### config.mk
export PLATFORM = sky130hd
export DESIGN_NAME = irq_merge_unit
export DESIGN_NICKNAME = d
export VERILOG_FILES = /design/src/rtl/irq_merge_pkg.sv /design/src/rtl/irq_reg_decode.sv /design/src/rtl/irq_src_bank.sv /design/src/rtl/irq_read_mux.sv /design/src/rtl/irq_merge_unit.sv
export SDC_FILE = /design/constraint.sdc
export NUM_CORES = 1
export LEC_CHECK = 0
export ABC_AREA = 1
export BUFFER_PORTS_ARGS = -buffer_cell sky130_fd_sc_hd__buf_2
export CAP_MARGIN = 20
export CORE_MARGIN = 2
export CORE_UTILIZATION = 51
export CTS_CLUSTER_SIZE = 16
export DETAILED_ROUTE_END_ITERATION = 6
export GPL_ROUTABILITY_DRIVEN = 0
export GPL_TIMING_DRIVEN = 0
export PLACE_DENSITY = 0.75
export SYNTH_ARGS = -nofsm -noshare
export SYNTH_HDL_FRONTEND = slang
export SYNTH_SLANG_ARGS = --single-unit
### constraint.sdc
create_clock -name clk -period 3.5 [get_ports clk]
set_clock_uncertainty 0.2 [all_clocks]
set_input_delay 0.7 -clock clk [delete_from_list [all_inputs] [get_ports clk]]
set_output_delay 0.7 -clock clk [all_outputs]
set_load 0.05 [all_outputs]
### src/rtl/irq_merge_pkg.sv
package irq_merge_pkg;

    localparam int IM_NUM_SRC    = 64;
    localparam int IM_BANK_W     = 32;
    localparam int IM_NUM_BANKS  = IM_NUM_SRC / IM_BANK_W;
    localparam int IM_NUM_WIRED  = 21;
    localparam int IM_ADDR_W     = 8;
    localparam int IM_DATA_W     = IM_BANK_W;
    localparam int IM_SRC_IDX_W  = $clog2(IM_NUM_SRC);
    localparam int IM_BANK_IDX_W = (IM_NUM_BANKS > 1) ? $clog2(IM_NUM_BANKS) : 1;

    localparam logic [IM_ADDR_W-1:0] OFS_CAUSE = 8'h00;
    localparam logic [IM_ADDR_W-1:0] OFS_MASK  = 8'h20;
    localparam logic [IM_ADDR_W-1:0] OFS_DOOR  = 8'h30;

    typedef enum logic [1:0] {
        RSEL_NONE  = 2'd0,
        RSEL_CAUSE = 2'd1,
        RSEL_MASK  = 2'd2
    } rsel_kind_e;

    typedef struct packed {
        rsel_kind_e                 kind;
        logic [IM_BANK_IDX_W-1:0]   bank;
    } rsel_t;

    typedef struct packed {
        logic [IM_NUM_SRC-1:0]      clr;
        logic [IM_NUM_BANKS-1:0]    mask_we;
        logic                       door_ok;
        logic [IM_SRC_IDX_W-1:0]    door_idx;
    } wr_cmd_t;

    // Offset of a cause bank: banks are 4 bytes apart
    function automatic logic [IM_ADDR_W-1:0] cause_ofs(input int bank);
        return OFS_CAUSE + IM_ADDR_W'(4 * bank);
    endfunction

    function automatic logic [IM_ADDR_W-1:0] mask_ofs(input int bank);
        return OFS_MASK + IM_ADDR_W'(4 * bank);
    endfunction

    // Doorbell values must name a message-signalled source
    function automatic logic door_value_ok(input logic [IM_DATA_W-1:0] v);
        return (v >= IM_DATA_W'(IM_NUM_WIRED)) && (v < IM_DATA_W'(IM_NUM_SRC));
    endfunction

endpackage

### src/rtl/irq_reg_decode.sv
module irq_reg_decode
    import irq_merge_pkg::*;
(
    input  logic [IM_ADDR_W-1:0] addr,
    input  logic [IM_DATA_W-1:0] wdata,
    input  logic                 we,
    output wr_cmd_t              cmd,
    output rsel_t                rsel
);

    always_comb begin
        cmd       = '0;
        rsel.kind = RSEL_NONE;
        rsel.bank = '0;
        for (int b = 0; b < IM_NUM_BANKS; b++) begin
            if (addr == cause_ofs(b)) begin
                rsel.kind = RSEL_CAUSE;
                rsel.bank = IM_BANK_IDX_W'(b);
                if (we) begin
                    cmd.clr[b*IM_BANK_W +: IM_BANK_W] = wdata[IM_BANK_W-1:0];
                end
            end
            if (addr == mask_ofs(b)) begin
                rsel.kind = RSEL_MASK;
                rsel.bank = IM_BANK_IDX_W'(b);
                cmd.mask_we[b] = we;
            end
        end
        if (we && (addr == OFS_DOOR) && door_value_ok(wdata)) begin
            cmd.door_ok  = 1'b1;
            cmd.door_idx = wdata[IM_SRC_IDX_W-1:0];
        end
    end

endmodule

### src/rtl/irq_src_bank.sv
module irq_src_bank
    import irq_merge_pkg::*;
#(
    parameter int BANK_W = IM_BANK_W
) (
    input  logic              clk,
    input  logic              rst,
    input  logic [BANK_W-1:0] set_vec,
    input  logic [BANK_W-1:0] clr_vec,
    input  logic              mask_we,
    input  logic [BANK_W-1:0] mask_wdata,
    output logic [BANK_W-1:0] pend_q,
    output logic [BANK_W-1:0] mask_q,
    output logic              any_active
);

    logic [BANK_W-1:0] pend_d;

    // A set arriving in the clearing cycle wins
    always_comb begin
        pend_d = (pend_q & ~clr_vec) | set_vec;
    end

    always_ff @(posedge clk) begin
        if (rst) begin
            pend_q <= '0;
            mask_q <= '1;
        end else begin
            pend_q <= pend_d;
            if (mask_we) begin
                mask_q <= mask_wdata;
            end
        end
    end

    always_comb begin
        any_active = |(pend_q & ~mask_q);
    end

endmodule

### src/rtl/irq_read_mux.sv
module irq_read_mux
    import irq_merge_pkg::*;
(
    input  rsel_t                 rsel,
    input  logic [IM_NUM_SRC-1:0] pend_all,
    input  logic [IM_NUM_SRC-1:0] mask_all,
    output logic [IM_DATA_W-1:0]  rdata
);

    always_comb begin
        unique case (rsel.kind)
            RSEL_CAUSE: rdata = pend_all[rsel.bank*IM_BANK_W +: IM_BANK_W];
            RSEL_MASK:  rdata = mask_all[rsel.bank*IM_BANK_W +: IM_BANK_W];
            default:    rdata = '0;
        endcase
    end

endmodule

### src/rtl/irq_merge_unit.sv
module irq_merge_unit
    import irq_merge_pkg::*;
#(
    parameter int NUM_WIRED = IM_NUM_WIRED
) (
    input  logic                  clk,
    input  logic                  rst,
    input  logic [IM_ADDR_W-1:0]  reg_addr,
    input  logic [IM_DATA_W-1:0]  reg_wdata,
    input  logic                  reg_we,
    output logic [IM_DATA_W-1:0]  reg_rdata,
    input  logic [NUM_WIRED-1:0]  wired_in,
    output logic                  irq_out
);

    wr_cmd_t                  cmd;
    rsel_t                    rsel;
    logic [IM_NUM_SRC-1:0]    set_vec;
    logic [IM_NUM_SRC-1:0]    pend_all;
    logic [IM_NUM_SRC-1:0]    mask_all;
    logic [IM_NUM_BANKS-1:0]  bank_active;
    logic                     irq_q;

    irq_reg_decode u_decode (
        .addr  (reg_addr),
        .wdata (reg_wdata),
        .we    (reg_we),
        .cmd   (cmd),
        .rsel  (rsel)
    );

    // Per-source set: level input for wired sources, doorbell hit otherwise
    for (genvar n = 0; n < IM_NUM_SRC; n++) begin : g_src
        if (n < NUM_WIRED) begin : g_wired
            assign set_vec[n] = wired_in[n];
        end else begin : g_msg
            assign set_vec[n] = cmd.door_ok &&
                                (cmd.door_idx == IM_SRC_IDX_W'(n));
        end
    end

    for (genvar b = 0; b < IM_NUM_BANKS; b++) begin : g_bank
        irq_src_bank #(.BANK_W(IM_BANK_W)) u_bank (
            .clk        (clk),
            .rst        (rst),
            .set_vec    (set_vec[b*IM_BANK_W +: IM_BANK_W]),
            .clr_vec    (cmd.clr[b*IM_BANK_W +: IM_BANK_W]),
            .mask_we    (cmd.mask_we[b]),
            .mask_wdata (reg_wdata[IM_BANK_W-1:0]),
            .pend_q     (pend_all[b*IM_BANK_W +: IM_BANK_W]),
            .mask_q     (mask_all[b*IM_BANK_W +: IM_BANK_W]),
            .any_active (bank_active[b])
        );
    end

    irq_read_mux u_rmux (
        .rsel     (rsel),
        .pend_all (pend_all),
        .mask_all (mask_all),
        .rdata    (reg_rdata)
    );

    always_ff @(posedge clk) begin
        if (rst) begin
            irq_q <= 1'b0;
        end else begin
            irq_q <= |bank_active;
        end
    end

    assign irq_out = irq_q;

endmodule

==> results by stage <==
Setup path:
- The worst register-to-register path has a depth of 7.
- The critical register-to-register path startpoint is g_bank[0].u_bank.mask_q[17].
- The worst setup path is launched from an input pin.
- STA classifies the critical path endpoint as a primary output.
- The worst register-to-register path has a setup slack of between 1000 and 1500 ps.
- The critical path is of the input pin to primary output type.
- The worst register-to-register path ends at irq_out.
- The required time reported for the critical path endpoint is roughly 2600 ps.
- The arrival time of data at the critical path endpoint is roughly 2600 ps.
- In this run the worst path has a maximum fanout of 10.

Detailed routing:
- Summing over every cut layer, the via total after detailed routing is about 8000.
- The ratio of routed vias to standard cells is 6.40.
- The routed length per placed instance is roughly 22 microns.
- Before antenna repair, the detailed router went through 7 iterations.
- For this run, design rule violations remaining after detail routing come to 0.
- The count of nets left with antenna violations once routing finished came out at 0.
- In this run, the number of DRC markers left after iteration 0 of detailed routing was ~1100.
- The routed design has ~27000 microns of wire.

Min path:
- The tightest min-delay check is of the register to register type.
- The worst hold path terminates at g_bank[0].u_bank.pend_q[3].
- Counting instances, the worst hold path has a depth of 2.
- The startpoint identified for the worst hold timing path is g_bank[0].u_bank.pend_q[3].

Clock network:
- The clock tree from TritonCTS is done.
- The CTS sink count is roughly 130.
- The clock tree root buffer cell is sky130_fd_sc_hd__clkbuf_16.
- The clock reaches the later pin of the worst-skew pair after about 440 ps.
- The CTS clock-pin slew for the worst setup and hold paths is 60 ps.
- The count of H-tree levels built during CTS is 4.
- The post-cts hold buffer count is 0.
- The clock passes through at most 2 buffers.
- TritonCTS created 17 clock buffers.

Timing:
- The number of max-slew violations in the final report is 0.
- In this run the tightest slew margin relative to its limit is 0.234.
- The final number of hold-violating endpoints came to 0.
- At the pin with the least slew margin, the transition time is 1140 ps.
- The total negative slack is -6.65 ps.
- After layout, the worst setup slack is -4.97 ps.
- The routed design could run at a clock period as short as roughly 3500 ps.
- The highest attainable clock frequency is approximately 290 MHz.
- Setup violations remaining at the end of the flow were counted as 2.
- The post-route fraction of the period consumed by the critical path is 1.00.
- Setup repair after global routing could not meet its margin everywhere.

Floorplanning:
- The number of standard-cell rows in the floorplan is 41.
- 97 I/O pins were placed.
- The vertical extent of the die is roughly 120 microns.
- The initial cell density of the core is 0.516.
- The floorplan core area is between 10000 and 15000 sq um.
- The die covers 13600 sq um.
- The chip width is around 120 microns.

Logic synthesis:
- A synthesized cell averages 7.10 sq um.
- The register bit count reported by yosys is between 100 and 150.
- The total of warnings raised by yosys is 0.
- When the netlist entered floorplanning its net count stood at between 900 and 1000.
- The gate count after technology mapping is between 900 and 1000.
- The unique cell type count in the Yosys netlist is 31.
- The cell area that synthesis handed to floorplanning was around 6500 sq um.
- The sequential element share of the synthesized area is 0.399.

GRT:
- The overall overflow remaining after global route is 0.
- The first global-routing pass estimated between 30000 and 40000 microns of wire.
- The initial antenna violation count is 0.
- Across every metal layer, demand over resource in global routing totals 0.394.
- The via count of the first global-routing pass is 7303.
- The maximum number of pins on one net before global-route repair is 17.

Finish:
- At the end of the flow the core is filled with cells to 0.738.
- The final layout contains approximately 1100 nets.
- The area added between synthesis and finish is 42.8%.
- Fill cells in the final layout number roughly 960.
- The fraction of layout cells with a size suffix above 1 is 0.266.
- The number of antenna diodes in the final layout is 0.

Placement:
- Buffers placed on the I/O ports in this run total 95.
- The worst setup timing slack at the placement stage is -823 ps.
- After legalization and detailed placement, the total HPWL measured roughly 17000 microns.

Outcome:
- The checks that failed: setup timing.
- The run finished, with violations left.

Pwr:
- The total power per unit cell area is roughly 390 nW/um^2.
- After layout, the design draws a total of roughly 3.6 mW.
- For this design the static power due to leakage is 3.76 nW.
- Across the VDD grid, the largest voltage drop is approximately 0.00044 V.

Run:
- The number of max-capacitance violations reported is 0.
-- metrics by stage --
step	std cells	area (sq um)	hold slack (ps)
6_report	1227	9230	273
5_1_grt	1227	9230	295
4_1_cts	1222	8990	273
3_5_place_dp	1180	7660	266
3_3_place_gp	1178	7620	258
2_1_floorplan	911	6930	250
-- synthesized netlist by cell type --
cell type                  number  area share
sky130_fd_sc_hd__nor3_1         2      0.0015
sky130_fd_sc_hd__a311oi_1       4      0.0054
sky130_fd_sc_hd__a21oi_4        1      0.0025
sky130_fd_sc_hd__nand3b_1       2      0.0023
sky130_fd_sc_hd__o41ai_1        1      0.0014
sky130_fd_sc_hd__nor2_1        87       0.051
sky130_fd_sc_hd__inv_1         99       0.057
sky130_fd_sc_hd__nor2_4         3      0.0052
sky130_fd_sc_hd__nor4_1         4      0.0039
sky130_fd_sc_hd__buf_1          1     0.00058
sky130_fd_sc_hd__nand4_1        1     0.00097
sky130_fd_sc_hd__nand2_1      126       0.073
sky130_fd_sc_hd__nor2_2         4      0.0039
sky130_fd_sc_hd__o221ai_1      10       0.014
sky130_fd_sc_hd__a211oi_1      48       0.056
sky130_fd_sc_hd__buf_2          3      0.0023
sky130_fd_sc_hd__clkbuf_1      54       0.031
sky130_fd_sc_hd__nand3_1       48       0.037
sky130_fd_sc_hd__o211ai_1      54       0.063
sky130_fd_sc_hd__ha_1           1      0.0019
sky130_fd_sc_hd__nand3_2        2      0.0031
sky130_fd_sc_hd__buf_4          6      0.0070
sky130_fd_sc_hd__clkinv_1       2      0.0012
sky130_fd_sc_hd__o21ai_0       83       0.064
sky130_fd_sc_hd__dfxtp_1      129        0.40
sky130_fd_sc_hd__nand2_2        1     0.00097
sky130_fd_sc_hd__a21oi_1      106       0.082
sky130_fd_sc_hd__buf_6          1      0.0017
sky130_fd_sc_hd__o21ai_2        1      0.0014
sky130_fd_sc_hd__o22ai_1       25       0.024
sky130_fd_sc_hd__inv_2          2      0.0012
-- critical path: stages --
cell	delay, ps
sky130_fd_sc_hd__buf_2	100
sky130_fd_sc_hd__nor2_2	110
sky130_fd_sc_hd__nand2_1	90
sky130_fd_sc_hd__nor2_4	160
sky130_fd_sc_hd__buf_12	140
sky130_fd_sc_hd__nand2_8	50
sky130_fd_sc_hd__nand2_4	70
sky130_fd_sc_hd__ha_4	150
sky130_fd_sc_hd__buf_8	140
sky130_fd_sc_hd__buf_4	120
sky130_fd_sc_hd__clkbuf_16	170
sky130_fd_sc_hd__a21oi_1	110
sky130_fd_sc_hd__a211oi_4	270
sky130_fd_sc_hd__buf_6	200
-- worst max-delay path by stage --
stage                     start            end  slack (ps)  cells after the start
finish              reg_addr[1]   reg_rdata[2]          -5                     14
global route        reg_addr[7]  reg_rdata[28]         -50                     13
CTS                 reg_addr[6]  reg_rdata[22]         -20                     13
detailed placement  reg_addr[7]  reg_rdata[31]        -820                     13
global placement    reg_addr[7]  reg_rdata[31]        -770                     13
floorplan           reg_addr[7]   reg_rdata[2]         -20                     11
-- cell families after synthesis --
family	count (synthesis)	synth area share
AND/OR/NAND/NOR	280	0.183
buffers and inverters	168	0.103
adder cells (fa/ha/maj)	1	0.00194
AO/OA/AOI/OAI	333	0.313
flip-flops	129	0.399
-- repair_timing --
| item | 4_1_cts | 5_1_grt |
|---|---|---|
| gates resized for setup | 160 | 50 |
| setup endpoints to repair | 32 | 32 |
| gates cloned | 3 | 3 |
| buffers inserted | 10 | 2 |
| pin swaps | 23 | 18 |
-- area by class of cell --
class | instances | area (sq um) | share of cell area
Buffer | 63 | 483 | 0.0523
Clock buffer | 26 | 509 | 0.0552
Clock inverter | 5 | 75.1 | 0.00813
Inverter | 103 | 399 | 0.0432
Multi-Input combinational cell | 614 | 3970 | 0.430
Sequential cell | 129 | 2580 | 0.280
Tap cell | 172 | 215 | 0.0233
Timing Repair Buffer | 115 | 1000 | 0.109
-- cell usage in the layout (no fill, tap or decap), drive strengths merged, types with 2 or more instances in the layout --
cell type	netlist	routed
clkinv	2	5
a211oi	48	48
nor3	2	2
a21oi	107	107
a311oi	4	4
buf	11	129
nor2	94	94
inv	101	101
o21ai	84	84
nand2	127	127
bufinv	0	2
o211ai	54	54
nand3b	2	2
clkbuf	54	75
dfxtp	129	129
o22ai	25	25
nor4	4	4
nand3	50	50
o221ai	10	10
-- power breakdown --
group | switching [mW] | internal [mW]
logic | 0.182 | 0.0856
clock network | 0.663 | 1.13
registers | 0.0107 | 1.49
-- per-layer routing --
layer	share of wire	vias to the layer above	global-route usage
li1	-	3409	-
met2	0.44	684	0.591
met3	0.13	171	0.117
met1	0.37	3588	0.497
met4	0.062	0	0.251
met5	0	-	0
-- flip-flops by register name (all words and copies together) (netlist names) --
signal	flops
g_bank.u_bank.pend_q	64
g_bank.u_bank.mask_q	64
irq_out	1
No activity file was read; power rests on OpenSTA's default activity.
